`config.mk`:
```
export PLATFORM = sky130hd
export DESIGN_NAME = sc_csel_adder
export DESIGN_NICKNAME = d
export VERILOG_FILES = /design/src/rtl/scsa_pkg.sv /design/src/rtl/scsa_cell.sv /design/src/rtl/scsa_chain.sv /design/src/rtl/scsa_derive.sv /design/src/rtl/sc_csel_adder.sv
export SDC_FILE = /design/constraint.sdc
export NUM_CORES = 1
export LEC_CHECK = 0
export CAP_MARGIN = 20
export CORE_AREA = 2 2 66 68
export DETAILED_ROUTE_END_ITERATION = 7
export DIE_AREA = 0 0 68 70
export PLACE_DENSITY = 0.82
export SKIP_LAST_GASP = 1
export SLEW_MARGIN = 30
export SYNTH_ARGS = -nofsm -noshare
export SYNTH_HDL_FRONTEND = slang
export SYNTH_HIERARCHICAL = 1
export SYNTH_SLANG_ARGS = --single-unit
```
`constraint.sdc`:
```
create_clock -name vclk -period 24.7
set_input_delay 3.705 -clock vclk [all_inputs]
set_output_delay 3.705 -clock vclk [all_outputs]
set_load 0.03 [all_outputs]
```
`src/rtl/scsa_pkg.sv`:
```
package scsa_pkg;
  parameter int unsigned SCSA_DEF_WIDTH = 16;

  // Raw outputs of one self-checking cell; uneq is high when the three
  // inputs are not all equal.
  typedef struct packed {
    logic sum;
    logic cout;
    logic uneq;
  } cell_raw_t;
endpackage

```
`src/rtl/scsa_cell.sv`:
```
module scsa_cell
  import scsa_pkg::*;
(
  input  logic x_i,
  input  logic y_i,
  input  logic c_i,
  output logic sum_o,
  output logic cout_o,
  output logic err_o
);
  cell_raw_t raw;

  // Sum and carry are built from the inputs with no shared term.
  always_comb begin
    raw.sum  = x_i ^ y_i ^ c_i;
    raw.cout = (x_i & y_i) | (c_i & (x_i | y_i));
    raw.uneq = ~((x_i & y_i & c_i) | (~x_i & ~y_i & ~c_i));
  end

  // First comparator: do sum and carry agree?  Second: is that agreement
  // legal for the input pattern reported by the tester?
  logic agree;
  always_comb begin
    agree  = ~(raw.sum ^ raw.cout);
    err_o  = ~(agree ^ raw.uneq);
    sum_o  = raw.sum;
    cout_o = raw.cout;
  end

  // a fault-free cell never raises its flag
  always_comb begin
    a_r3_cell_clean: assert (err_o == 1'b0)
      else $error("cell flag raised: x=%b y=%b c=%b", x_i, y_i, c_i);
  end
endmodule

```
`src/rtl/scsa_chain.sv`:
```
module scsa_chain #(
  parameter int unsigned WIDTH = scsa_pkg::SCSA_DEF_WIDTH
) (
  input  logic [WIDTH-1:0] op_a,
  input  logic [WIDTH-1:0] op_b,
  output logic [WIDTH-1:0] sum0,
  output logic             cout0,
  output logic [WIDTH-1:0] err
);
  logic [WIDTH:0] rip;

  assign rip[0] = 1'b0;

  for (genvar i = 0; i < WIDTH; i++) begin : g_cell
    scsa_cell u_cell (
      .x_i    (op_a[i]),
      .y_i    (op_b[i]),
      .c_i    (rip[i]),
      .sum_o  (sum0[i]),
      .cout_o (rip[i+1]),
      .err_o  (err[i])
    );
  end

  assign cout0 = rip[WIDTH];

  // the zero-carry chain result is the plain operand sum
  always_comb begin
    a_r2_chain_sum: assert ({cout0, sum0} == ({1'b0, op_a} + {1'b0, op_b}))
      else $error("chain sum wrong");
  end
endmodule

```
`src/rtl/scsa_derive.sv`:
```
module scsa_derive #(
  parameter int unsigned WIDTH = scsa_pkg::SCSA_DEF_WIDTH
) (
  input  logic [WIDTH-1:0] sum0,
  input  logic             cout0,
  output logic [WIDTH-1:0] sum1,
  output logic             cout1
);
  // run[j] is high when all zero-carry sum bits below j are one.
  logic [WIDTH:0] run;

  assign run[0] = 1'b1;

  for (genvar j = 0; j < WIDTH; j++) begin : g_pfx
    assign run[j+1] = run[j] & sum0[j];
    assign sum1[j]  = sum0[j] ^ run[j];
  end

  assign cout1 = cout0 ^ run[WIDTH];

  // the two carry terms are mutually exclusive, so XOR equals OR
  always_comb begin
    a_r6_terms_exclusive: assert (!(cout0 && run[WIDTH]))
      else $error("carry terms overlap");
  end
endmodule

```
`src/rtl/sc_csel_adder.sv`:
```
module sc_csel_adder #(
  parameter int unsigned WIDTH = scsa_pkg::SCSA_DEF_WIDTH
) (
  input  logic [WIDTH-1:0] op_a,
  input  logic [WIDTH-1:0] op_b,
  input  logic             carry_in,
  output logic [WIDTH-1:0] sum_out,
  output logic             carry_out,
  output logic [WIDTH-1:0] cell_err
);
  localparam int unsigned RW = WIDTH + 1;

  logic [WIDTH-1:0] s0;
  logic [WIDTH-1:0] s1;
  logic             c0;
  logic             c1;

  scsa_chain #(.WIDTH(WIDTH)) u_chain (
    .op_a  (op_a),
    .op_b  (op_b),
    .sum0  (s0),
    .cout0 (c0),
    .err   (cell_err)
  );

  scsa_derive #(.WIDTH(WIDTH)) u_derive (
    .sum0  (s0),
    .cout0 (c0),
    .sum1  (s1),
    .cout1 (c1)
  );

  always_comb begin
    if (carry_in) begin
      sum_out   = s1;
      carry_out = c1;
    end else begin
      sum_out   = s0;
      carry_out = c0;
    end
  end

  // the derived word is the chain word plus one
  always_comb begin
    a_r5_derived_plus_one: assert ({c1, s1} == ({c0, s0} + RW'(1)))
      else $error("derived result is not chain result plus one");
  end

  // the selected output is the full three-input sum
  always_comb begin
    a_r1_total: assert ({carry_out, sum_out} ==
                        ({1'b0, op_a} + {1'b0, op_b} + RW'(carry_in)))
      else $error("selected result wrong");
  end
endmodule

```
== Yosys cells after proc, flatten, opt, wreduce, memory -nomap -nowiden ==
Index checks and enable logic that the tools add are counted.
Storage, ports and cells
  bits in writable memories: 0
  memories: 0
  input port bits: 33
  memory bits (read-only): 0
  latch bits: 0
  flip-flop bits (word level): 0
Cells by class
  multiplexer cells: 2
  shift operators: 0
  bitwise operators: 312
  magnitude comparators: 0
  $add $sub $neg: 0
  divide/modulo/power cells: 0
  equality and inequality tests: 0
  reductions and logical operators: 0
  $mul: 0
Operators with widths (count)
  inverter 1 bit: 96
  bitwise AND 1 bit: 92
  bitwise XOR 1 bit: 79
  OR 1 bit: 45
  2-to-1 mux 16 bit: 1
  2-to-1 mux 1 bit: 1

== Longest topological paths before layout ==
Gate-level depths: netlist (run 1).
  word-level depth: 35
  gate-level depth with buffers: 19
  depth with buffers taken out: 19

== Cells and area by module ==
Netlist (run 1), hierarchy kept.
Modules (own cells, without submodules)
  scsa_cell: area each 80.1 µm², cells an instance 8, instances 16
  sc_csel_adder: area each 260.2 µm², cells an instance 19, instances 1
  scsa_derive: area each 200.2 µm², cells an instance 17, instances 1
  scsa_chain: area each 3.8 µm², cells an instance 1, instances 1

== Least setup slack after synthesis (run 1) ==
Ideal clock, no wire load.
  path type: input-to-output
  from: input op_a[0]
  to: output carry_out
  stages: 19
  path buffers: 0
  path slack: 9214 ps
  data arrival time: 11781 ps
  cell sequence: fa_1 -> fa_1 -> fa_1 -> fa_1 -> fa_1 -> fa_1 -> fa_1 -> fa_1 -> fa_1 -> fa_1 -> fa_1 -> fa_1 -> fa_1 -> fa_1 -> fa_1 -> fa_1 -> ha_1 -> xor2_1 -> mux2_2
Between the ends
  longest elaborated chain between the ends: 33
RTL lines
  start, declared: line sc_csel_adder.sv:4  | input logic [WIDTH-1:0] op_a,
  bitwise AND 1 bit
  bitwise AND 1 bit: line scsa_cell.sv:16  | raw.cout = (x_i & y_i) | (c_i & (x_i | y_i));
  OR 1 bit: line scsa_cell.sv:16
  named net u_chain.rip[2]: line scsa_chain.sv:10  | logic [WIDTH:0] rip;
  bitwise AND 1 bit: line scsa_cell.sv:16
  OR 1 bit: line scsa_cell.sv:16
  named net u_chain.rip[3]: line scsa_chain.sv:10
  bitwise AND 1 bit: line scsa_cell.sv:16
  (+1 left out)
  named net u_chain.rip[4]: line scsa_chain.sv:10
  (+2 left out)
  named net u_chain.rip[5]: line scsa_chain.sv:10
  (+2 left out)
  named net u_chain.rip[6]: line scsa_chain.sv:10
  (+2 left out)
  named net u_chain.rip[7]: line scsa_chain.sv:10
  (+2 left out)
  named net u_chain.rip[8]: line scsa_chain.sv:10
  (+2 left out)
  named net u_chain.rip[9]: line scsa_chain.sv:10
  (+2 left out)
  named net u_chain.rip[10]: line scsa_chain.sv:10
  (+2 left out)
  named net u_chain.rip[11]: line scsa_chain.sv:10
  (+2 left out)
  named net u_chain.rip[12]: line scsa_chain.sv:10
  (+2 left out)
  named net u_chain.rip[13]: line scsa_chain.sv:10
  (+2 left out)
  named net u_chain.rip[14]: line scsa_chain.sv:10
  (+1 left out)
  OR 1 bit: line scsa_cell.sv:16
  named net u_chain.rip[15]: line scsa_chain.sv:10
  bitwise XOR 1 bit: line scsa_cell.sv:15  | raw.sum = x_i ^ y_i ^ c_i;
  named net s0[15]: line sc_csel_adder.sv:13  | logic [WIDTH-1:0] s0;
  bitwise AND 1 bit: line scsa_derive.sv:15  | assign run[j+1] = run[j] & sum0[j];
  bitwise XOR 1 bit: line scsa_derive.sv:19  | assign cout1 = cout0 ^ run[WIDTH];
  named net c1: line sc_csel_adder.sv:16  | logic c1;
  2-to-1 mux 1 bit: line sc_csel_adder.sv:34  | if (carry_in) begin
  end, declared: line sc_csel_adder.sv:8  | output logic carry_out,
The timed path passes the listed nets, and every way through them passes these cells.

== Final worst setup path (run 1) ==
  from: input op_a[0]
  to: output carry_out
Between the ends
  longest elaborated chain between the ends: 33
RTL lines (line)
  bitwise AND 1 bit
  named net u_chain.rip[1]: scsa_chain.sv:10
  bitwise AND 1 bit: scsa_cell.sv:16
  OR 1 bit: scsa_cell.sv:16
  named net u_chain.rip[2]: scsa_chain.sv:10
  bitwise AND 1 bit: scsa_cell.sv:16
  OR 1 bit: scsa_cell.sv:16
  named net u_chain.rip[3]: scsa_chain.sv:10
  (+2 left out)
  named net u_chain.rip[4]: scsa_chain.sv:10
  (+2 left out)
  named net u_chain.rip[5]: scsa_chain.sv:10
  (+2 left out)
  named net u_chain.rip[6]: scsa_chain.sv:10
  (+2 left out)
  named net u_chain.rip[7]: scsa_chain.sv:10
  (+2 left out)
  named net u_chain.rip[8]: scsa_chain.sv:10
  (+2 left out)
  named net u_chain.rip[9]: scsa_chain.sv:10
  (+2 left out)
  named net u_chain.rip[10]: scsa_chain.sv:10
  (+2 left out)
  named net u_chain.rip[11]: scsa_chain.sv:10
  (+2 left out)
  named net u_chain.rip[12]: scsa_chain.sv:10
  (+2 left out)
  named net u_chain.rip[13]: scsa_chain.sv:10
  (+2 left out)
  named net u_chain.rip[14]: scsa_chain.sv:10
  (+1 left out)
  OR 1 bit: scsa_cell.sv:16
  named net u_chain.rip[15]: scsa_chain.sv:10
  bitwise XOR 1 bit: scsa_cell.sv:15
  named net s0[15]: sc_csel_adder.sv:13
  bitwise AND 1 bit: scsa_derive.sv:15
  bitwise XOR 1 bit: scsa_derive.sv:19
  named net c1: sc_csel_adder.sv:16
  2-to-1 mux 1 bit: sc_csel_adder.sv:34
The timed path passes the listed nets, and every way through them passes these cells.

==> results of run 1 <==
## synth_stat cells (all sizes together)
master / number / share of area (%)
buf: 2 / 1.8
conb: 1 / 0.21
fa: 16 / 18
ha: 47 / 34
inv: 33 / 7.1
mux2: 17 / 13
mux2i: 16 / 9.2
xnor2: 32 / 16
xor2: 1 / 0.50
## power groups by stage
stage	sequential, mW	clock (mW)	combinational (mW)
after floorplan	0	0	0.0819
after global placement	0	0	0.125
after detailed placement	0	0	0.127
after CTS	0	0	0.127
after global routing	0	0	0.134
final	0	0	0.125
## cells in the final DEF (no fill, tap or decap)
master           netlist  layout
conb_1                 1       2
mux2i_1               16      16
xor2_1                 1       1
ha_1                  47      47
fa_1                  16      16
inv_1                 33      33
mux2_4                10      10
xnor2_1               32      32
mux2_2                 7       7
clkdlybuf4s50_1        0      65
buf_2                  0       1
## kinds of logic after synthesis
| group | after synthesis | share of synthesized area (%) |
|---|---|---|
| other | 1 | 0.215 |
| XOR/XNOR | 33 | 16.6 |
| multiplexers | 33 | 22.3 |
| adder cells (fa/ha/maj) | 63 | 52.0 |
| buffers and inverters | 35 | 8.89 |
## through the flow
| stage | area [µm²] | hold WS, ns | setup slack [ns] |
|---|---|---|---|
| after global placement | 2440 | 8.86 | 8.01 |
| after global routing | 2440 | 8.62 | 7.57 |
| after floorplan | 1750 | 7.77 | 9.21 |
| after detailed placement | 2440 | 8.87 | 7.87 |
| final | 2440 | 8.57 | 7.95 |
| after CTS | 2440 | 8.88 | 7.87 |
## worst max-delay path by stage
stage	from	to	slack, ns	cells past startpoint
after CTS	op_a[0]	carry_out	7.87	21
after floorplan	op_a[0]	carry_out	9.21	19
after global placement	op_a[0]	carry_out	8.01	21
after detailed placement	op_a[0]	carry_out	7.87	21
after global routing	op_a[0]	carry_out	7.57	21
final	op_a[0]	carry_out	7.95	21
## layer usage
layer	vias up	part of all wire, %
li1	645	-
met1	556	42
met2	32	53
met3	0	5.2
met4	0	0
met5	-	0
## area by class of cell
cell class / instances / share of cell area [%]
multi-input cells: 131 / 65.4
repair buffers: 66 / 26.9
inverters: 33 / 5.08
well taps: 52 / 2.67
## critical path: stages
cell             delay [ns]
clkdlybuf4s50_1        0.46
fa_1                   0.52
fa_1                   0.47
fa_1                   0.47
fa_1                   0.49
fa_1                   0.48
fa_1                   0.48
fa_1                   0.47
fa_1                   0.47
fa_1                   0.47
fa_1                   0.47
fa_1                   0.47
fa_1                   0.47
fa_1                   0.47
fa_1                   0.47
fa_1                   0.47
fa_1                   0.51
ha_1                   0.23
xor2_1                 0.15
mux2_2                 0.26
clkdlybuf4s50_1        0.59
==> qor.yml, run 1 <==
status: "finished clean"
die_h_um: 70
ys_warn_count: 6
fin_setup_tns_ns: 0
syn_area_per_cell_um2: 10.6
dieArea_um2: 4760
netSwitchingFraction_pct: 51.8
crit_type: "input pin to primary output"
holdCritPathClass: "input pin to primary output"
vias: 1233
p_sw_mw: 0.0649
post-place-cells: 282
nFillCells: 383
post-route-util_pct: 58.8
die_width_um: 68
cts_resized: 0
path_max_fanout: 3
cellLeakagePower_nw: 1.22
ant_nets: 0
syn_area_um2: 1750
cp-end-kind: "primary output"
num_antenna_cells: 0
p_per_area_nw_per_um2: 51.4
layout.nets: 328
num_rows: 24
top_usage_layer: "met2"
synth.distinct_cells: 11
hold_buffers: 0
hold_violations: 0
dr.pass1.iters: 4
finalNonFillerCells: 282
seqPwrFrac_pct: 0
gp_congestion: 0.756
yosysSeqAreaShare_pct: 0
power.total_mw: 0.125
ir_drop_uv: 24.7
drc: 0
cp_data_required_time_ns: 21.00
drt-initial-drc-count: 10
holdPathStages: 3
rsz0062_at_grt: "false"
hpwlAfterDp_mm: 2.66
max_freq_mhz: 59.7
syn_to_final_growth_pct: 39.7
clock_buffers: 0
drive_gt1_share_pct: 7.83
grt_use_met2_pct: 22.2
grtUsageMet3_pct: 0.644
clock_power_share_pct: 0
layout.area.seq_um2: 0
syn_inst: 165
grt_pass1_wl_mm: 4.77
crit_arrival_ns: 13.05
globalRouteOverflowTotal: 0
portBuffers: 66
grt_use_total_pct: 12.0
ioPinCount: 66
drv_cap: 0
final.period_utilization_pct: 67.8
comb_power_share_pct: 100.0
grt_antenna_before_repair: 0
routed_wl_mm: 2.81
cts_setup_buffers: 0
grt_pass1_vias: 1173
multi_input_area_um2: 1590
final-setup-viol-count: 0
grt_max_degree: 18
period_minus_slack_ns: 16.75
intPower_mw: 0.0604
viasPerCell: 4.37
start_kind: "input pin"
min_to: "sum_out[4]"
wire_per_inst_um: 9.98
min_from: "carry_in"
seq_cells: 0
grtUsageMet1_pct: 15.9
slew_viol_final: 0
initial_utilization_pct: 42.1
core_area_um2: 4140
Power figures use the tool's default switching activity.
==> inputs of run 2 (changes only) <==
- CORE_AREA: 2 2 66 68 -> 2 2 67 69
- DIE_AREA: 0 0 68 70 -> 0 0 69 71
- PLACE_DENSITY: 0.82 -> 0.83
- clock period: 24.7 -> 14.5 ns (I/O delays scaled with it)
==> qor.yml, run 2 (same netlist as run 1, synthesis figures left out) <==
final_cell_mix: "clkdlybuf4s50_1, ha_1, inv_1, xnor2_1"
post-place-cells: 282
ir_drop_uv: 37.8
die_width_um: 69
p_per_area_nw_per_um2: 87.7
hold_buffers: 0
syn_to_final_growth_pct: 39.7
viasPerCell: 4.40
grt_antenna_before_repair: 0
cp_data_required_time_ns: 12.32
clock_buffers: 0
cts_resized: 0
ioPinCount: 66
final-setup-viol-count: 0
holdCritPathClass: "input pin to primary output"
period_minus_slack_ns: 13.69
met3WireLength_um: 238
cellLeakagePower_nw: 1.22
drive_gt1_share_pct: 7.83
cp-end-kind: "primary output"
grt_pass1_vias: 1219
multi_input_area_um2: 1590
hpwlAfterDp_mm: 2.66
routed_wl_mm: 2.88
layout.nets: 328
crit_type: "input pin to primary output"
nFillCells: 379
drv_cap: 0
num_rows: 24
dieArea_um2: 4900
start_kind: "input pin"
initial_utilization_pct: 41.5
seq_cells: 0
slew_viol_final: 0
top_layer_used: "met3"
fin_setup_tns_ns: 0
status: "finished clean"
ant_nets: 0
placed_cell_area_um2: 2440
layout_commonest_cell: "clkdlybuf4s50_1"
portBuffers: 66
drt-initial-drc-count: 33
crit_arrival_ns: 11.51
layout.area.seq_um2: 0
globalRouteOverflowTotal: 0
m1WireLength_mm: 1.26
vias: 1242
cts_setup_buffers: 0
finalNonFillerCells: 282
core_area_um2: 4200
gp_congestion: 0.723
hold_violations: 0
num_antenna_cells: 0
grt_max_degree: 18
dr.pass1.iters: 4
drc: 0
die_h_um: 71
grt_pass1_wl_mm: 5.11
fin_area_um2: 2440
max_freq_mhz: 73.1
path_max_fanout: 3
wire_per_inst_um: 10.2
final.period_utilization_pct: 94.4
grt_use_total_pct: 11.9
rsz0062_at_grt: "false"
dr_wl_met2_mm: 1.38
## run 2: cell counts in the layout (fill, tap and decap cells not counted)
No cell type changed its count.
## run 2: final cells by class
class | instances | share of cell area [%]
inverter | 33 | 5.08
multi-input combinational | 131 | 65.4
tap | 52 | 2.67
timing repair buffer | 66 | 26.9
## run 2: worst paths after layout
check                 from    endpoint  slack (ns)  cells after the start
setup / recovery   op_a[0]   carry_out        0.81                     21
hold / removal    carry_in  sum_out[4]        5.52                      3
## run 2: metrics by stage
stage               power, mW  setup slack (ns)  hold WS, ns  util, %
global placement        0.214             0.877         5.81     58.1
finish                  0.214             0.811         5.52     58.0
floorplan               0.139              2.07         4.71        -
CTS                     0.217             0.762         5.82     58.1
detailed placement      0.216             0.749         5.82     58.1
global route            0.229             0.430         5.56     58.0
## run 2: metal layers
metal,up-vias,GRT usage [%]
met2,37,21.6
met3,0,2.85
li1,643,-
met1,562,15.4
met4,0,0
met5,-,0
## run 2: power by group
part	internal, mW	switching, mW
Combinational	0.103	0.111
Sequential	0	0
Clock	0	0
## run 2: worst max-delay path, cell delays in order
cell and delay [ns]:
clkdlybuf4s50_1 0.47, fa_1 0.51, fa_1 0.47, fa_1 0.48, fa_1 0.48, fa_1 0.47
fa_1 0.47, fa_1 0.47, fa_1 0.47, fa_1 0.47, fa_1 0.47, fa_1 0.47
fa_1 0.47, fa_1 0.47, fa_1 0.47, fa_1 0.48, fa_1 0.51, ha_1 0.23
xor2_1 0.15, mux2_2 0.26, clkdlybuf4s50_1 0.59
==> inputs of run 3 (changes only) <==
- CORE_AREA: 2 2 67 69 -> 2 2 66 68
- DIE_AREA: 0 0 69 71 -> 0 0 68 70
- PLACE_DENSITY: 0.83 -> 0.82
- clock period: 14.5 -> 15.8 ns (I/O delays scaled with it)
==> qor.yml, run 3 (same netlist as run 1, synthesis figures left out) <==
status: "finished clean"
place_ws_ns: 1.63
clock_buffers: 0
wire_per_inst_um: 10.1
grtUsageMet1_pct: 17.4
max_freq_mhz: 71.0
start_kind: "input pin"
dr.pass1.iters: 4
num_rows: 24
grt_pass1_wl_mm: 5.03
hpwlAfterDp_mm: 2.69
crit_type: "input pin to primary output"
holdCritPathClass: "input pin to primary output"
drt-initial-drc-count: 15
num_antenna_cells: 0
period_minus_slack_ns: 14.09
syn_to_final_growth_pct: 39.7
grtUsageMet3_pct: 0.644
initial_utilization_pct: 42.1
ant_nets: 0
placed_cell_area_um2: 2440
hold_buffers: 0
cp-end-kind: "primary output"
seq_cells: 0
grt_antenna_before_repair: 0
ir_drop_uv: 37.0
fin_ws_ns: 1.71
top_usage_layer: "met2"
path_max_fanout: 3
ioPinCount: 66
post-place-cells: 282
vias: 1231
layout_commonest_cell: "clkdlybuf4s50_1"
cp_data_required_time_ns: 13.43
grt_use_met2_pct: 23.0
cts_resized: 0
fin_setup_tns_ns: 0
cellLeakagePower_nw: 1.22
slew_viol_final: 0
layout.area.seq_um2: 0
drv_cap: 0
p_per_area_nw_per_um2: 80.4
gp_congestion: 0.758
drc: 0
cts_setup_buffers: 0
globalRouteOverflowTotal: 0
fin_area_um2: 2440
grt_pass1_vias: 1228
final-setup-viol-count: 0
finalNonFillerCells: 282
routed_wl_mm: 2.86
final.period_utilization_pct: 89.2
portBuffers: 66
dieArea_um2: 4760
viasPerCell: 4.37
core_area_um2: 4140
grt_use_total_pct: 12.7
final_cell_mix: "clkdlybuf4s50_1, ha_1, inv_1, xnor2_1"
die_h_um: 70
hold_violations: 0
layout.nets: 328
grt_max_degree: 18
crit_arrival_ns: 11.72
die_width_um: 68
rsz0062_at_grt: "false"
drive_gt1_share_pct: 7.83
## run 3: cell counts in the layout (fill, tap and decap cells not counted)
No cell type changed its count.
## run 3: critical path, cell delays in order
cell and delay, ns:
clkdlybuf4s50_1 0.46, fa_1 0.52, fa_1 0.47, fa_1 0.48, fa_1 0.49, fa_1 0.48, fa_1 0.47, fa_1 0.47
fa_1 0.47, fa_1 0.47, fa_1 0.47, fa_1 0.47, fa_1 0.47, fa_1 0.47, fa_1 0.47, fa_1 0.47
fa_1 0.51, ha_1 0.23, xor2_1 0.15, mux2_2 0.26, clkdlybuf4s50_1 0.59
## run 3: final timing paths
| kind | startpoint | endpoint | slack (ns) | cells past startpoint |
|---|---|---|---|---|
| hold / removal | carry_in | sum_out[4] | 5.91 | 3 |
| setup / recovery | op_a[0] | carry_out | 1.71 | 21 |
## run 3: power breakdown
part,switching [mW],internal [mW],total [mW]
registers,0,0,0
clock network,0,0,0
logic,0.102,0.0944,0.196
total,0.102,0.0944,0.196
## run 3: stage by stage
step | total power, mW | hold slack (ns) | util, %
after floorplan | 0.128 | 5.10 | -
after global placement | 0.196 | 6.19 | 59.0
after detailed placement | 0.198 | 6.20 | 59.0
after CTS | 0.199 | 6.21 | 59.0
after global routing | 0.211 | 5.97 | 58.8
final | 0.196 | 5.91 | 58.8
## run 3: metal layers
layer | routed length, µm | up-vias | share of wire, %
met5 | 0 | - | 0
met3 | 158 | 0 | 5.5
met1 | 1190 | 553 | 42
li1 | - | 644 | -
met4 | 0 | 0 | 0
met2 | 1510 | 34 | 53
## run 3: area by class of cell
| class | instances | area [µm²] |
|---|---|---|
| fill | 380 | 1710 |
| multi-input combinational | 131 | 1590 |
| inverter | 33 | 124 |
| tap | 52 | 65.1 |
| timing repair buffer | 66 | 656 |
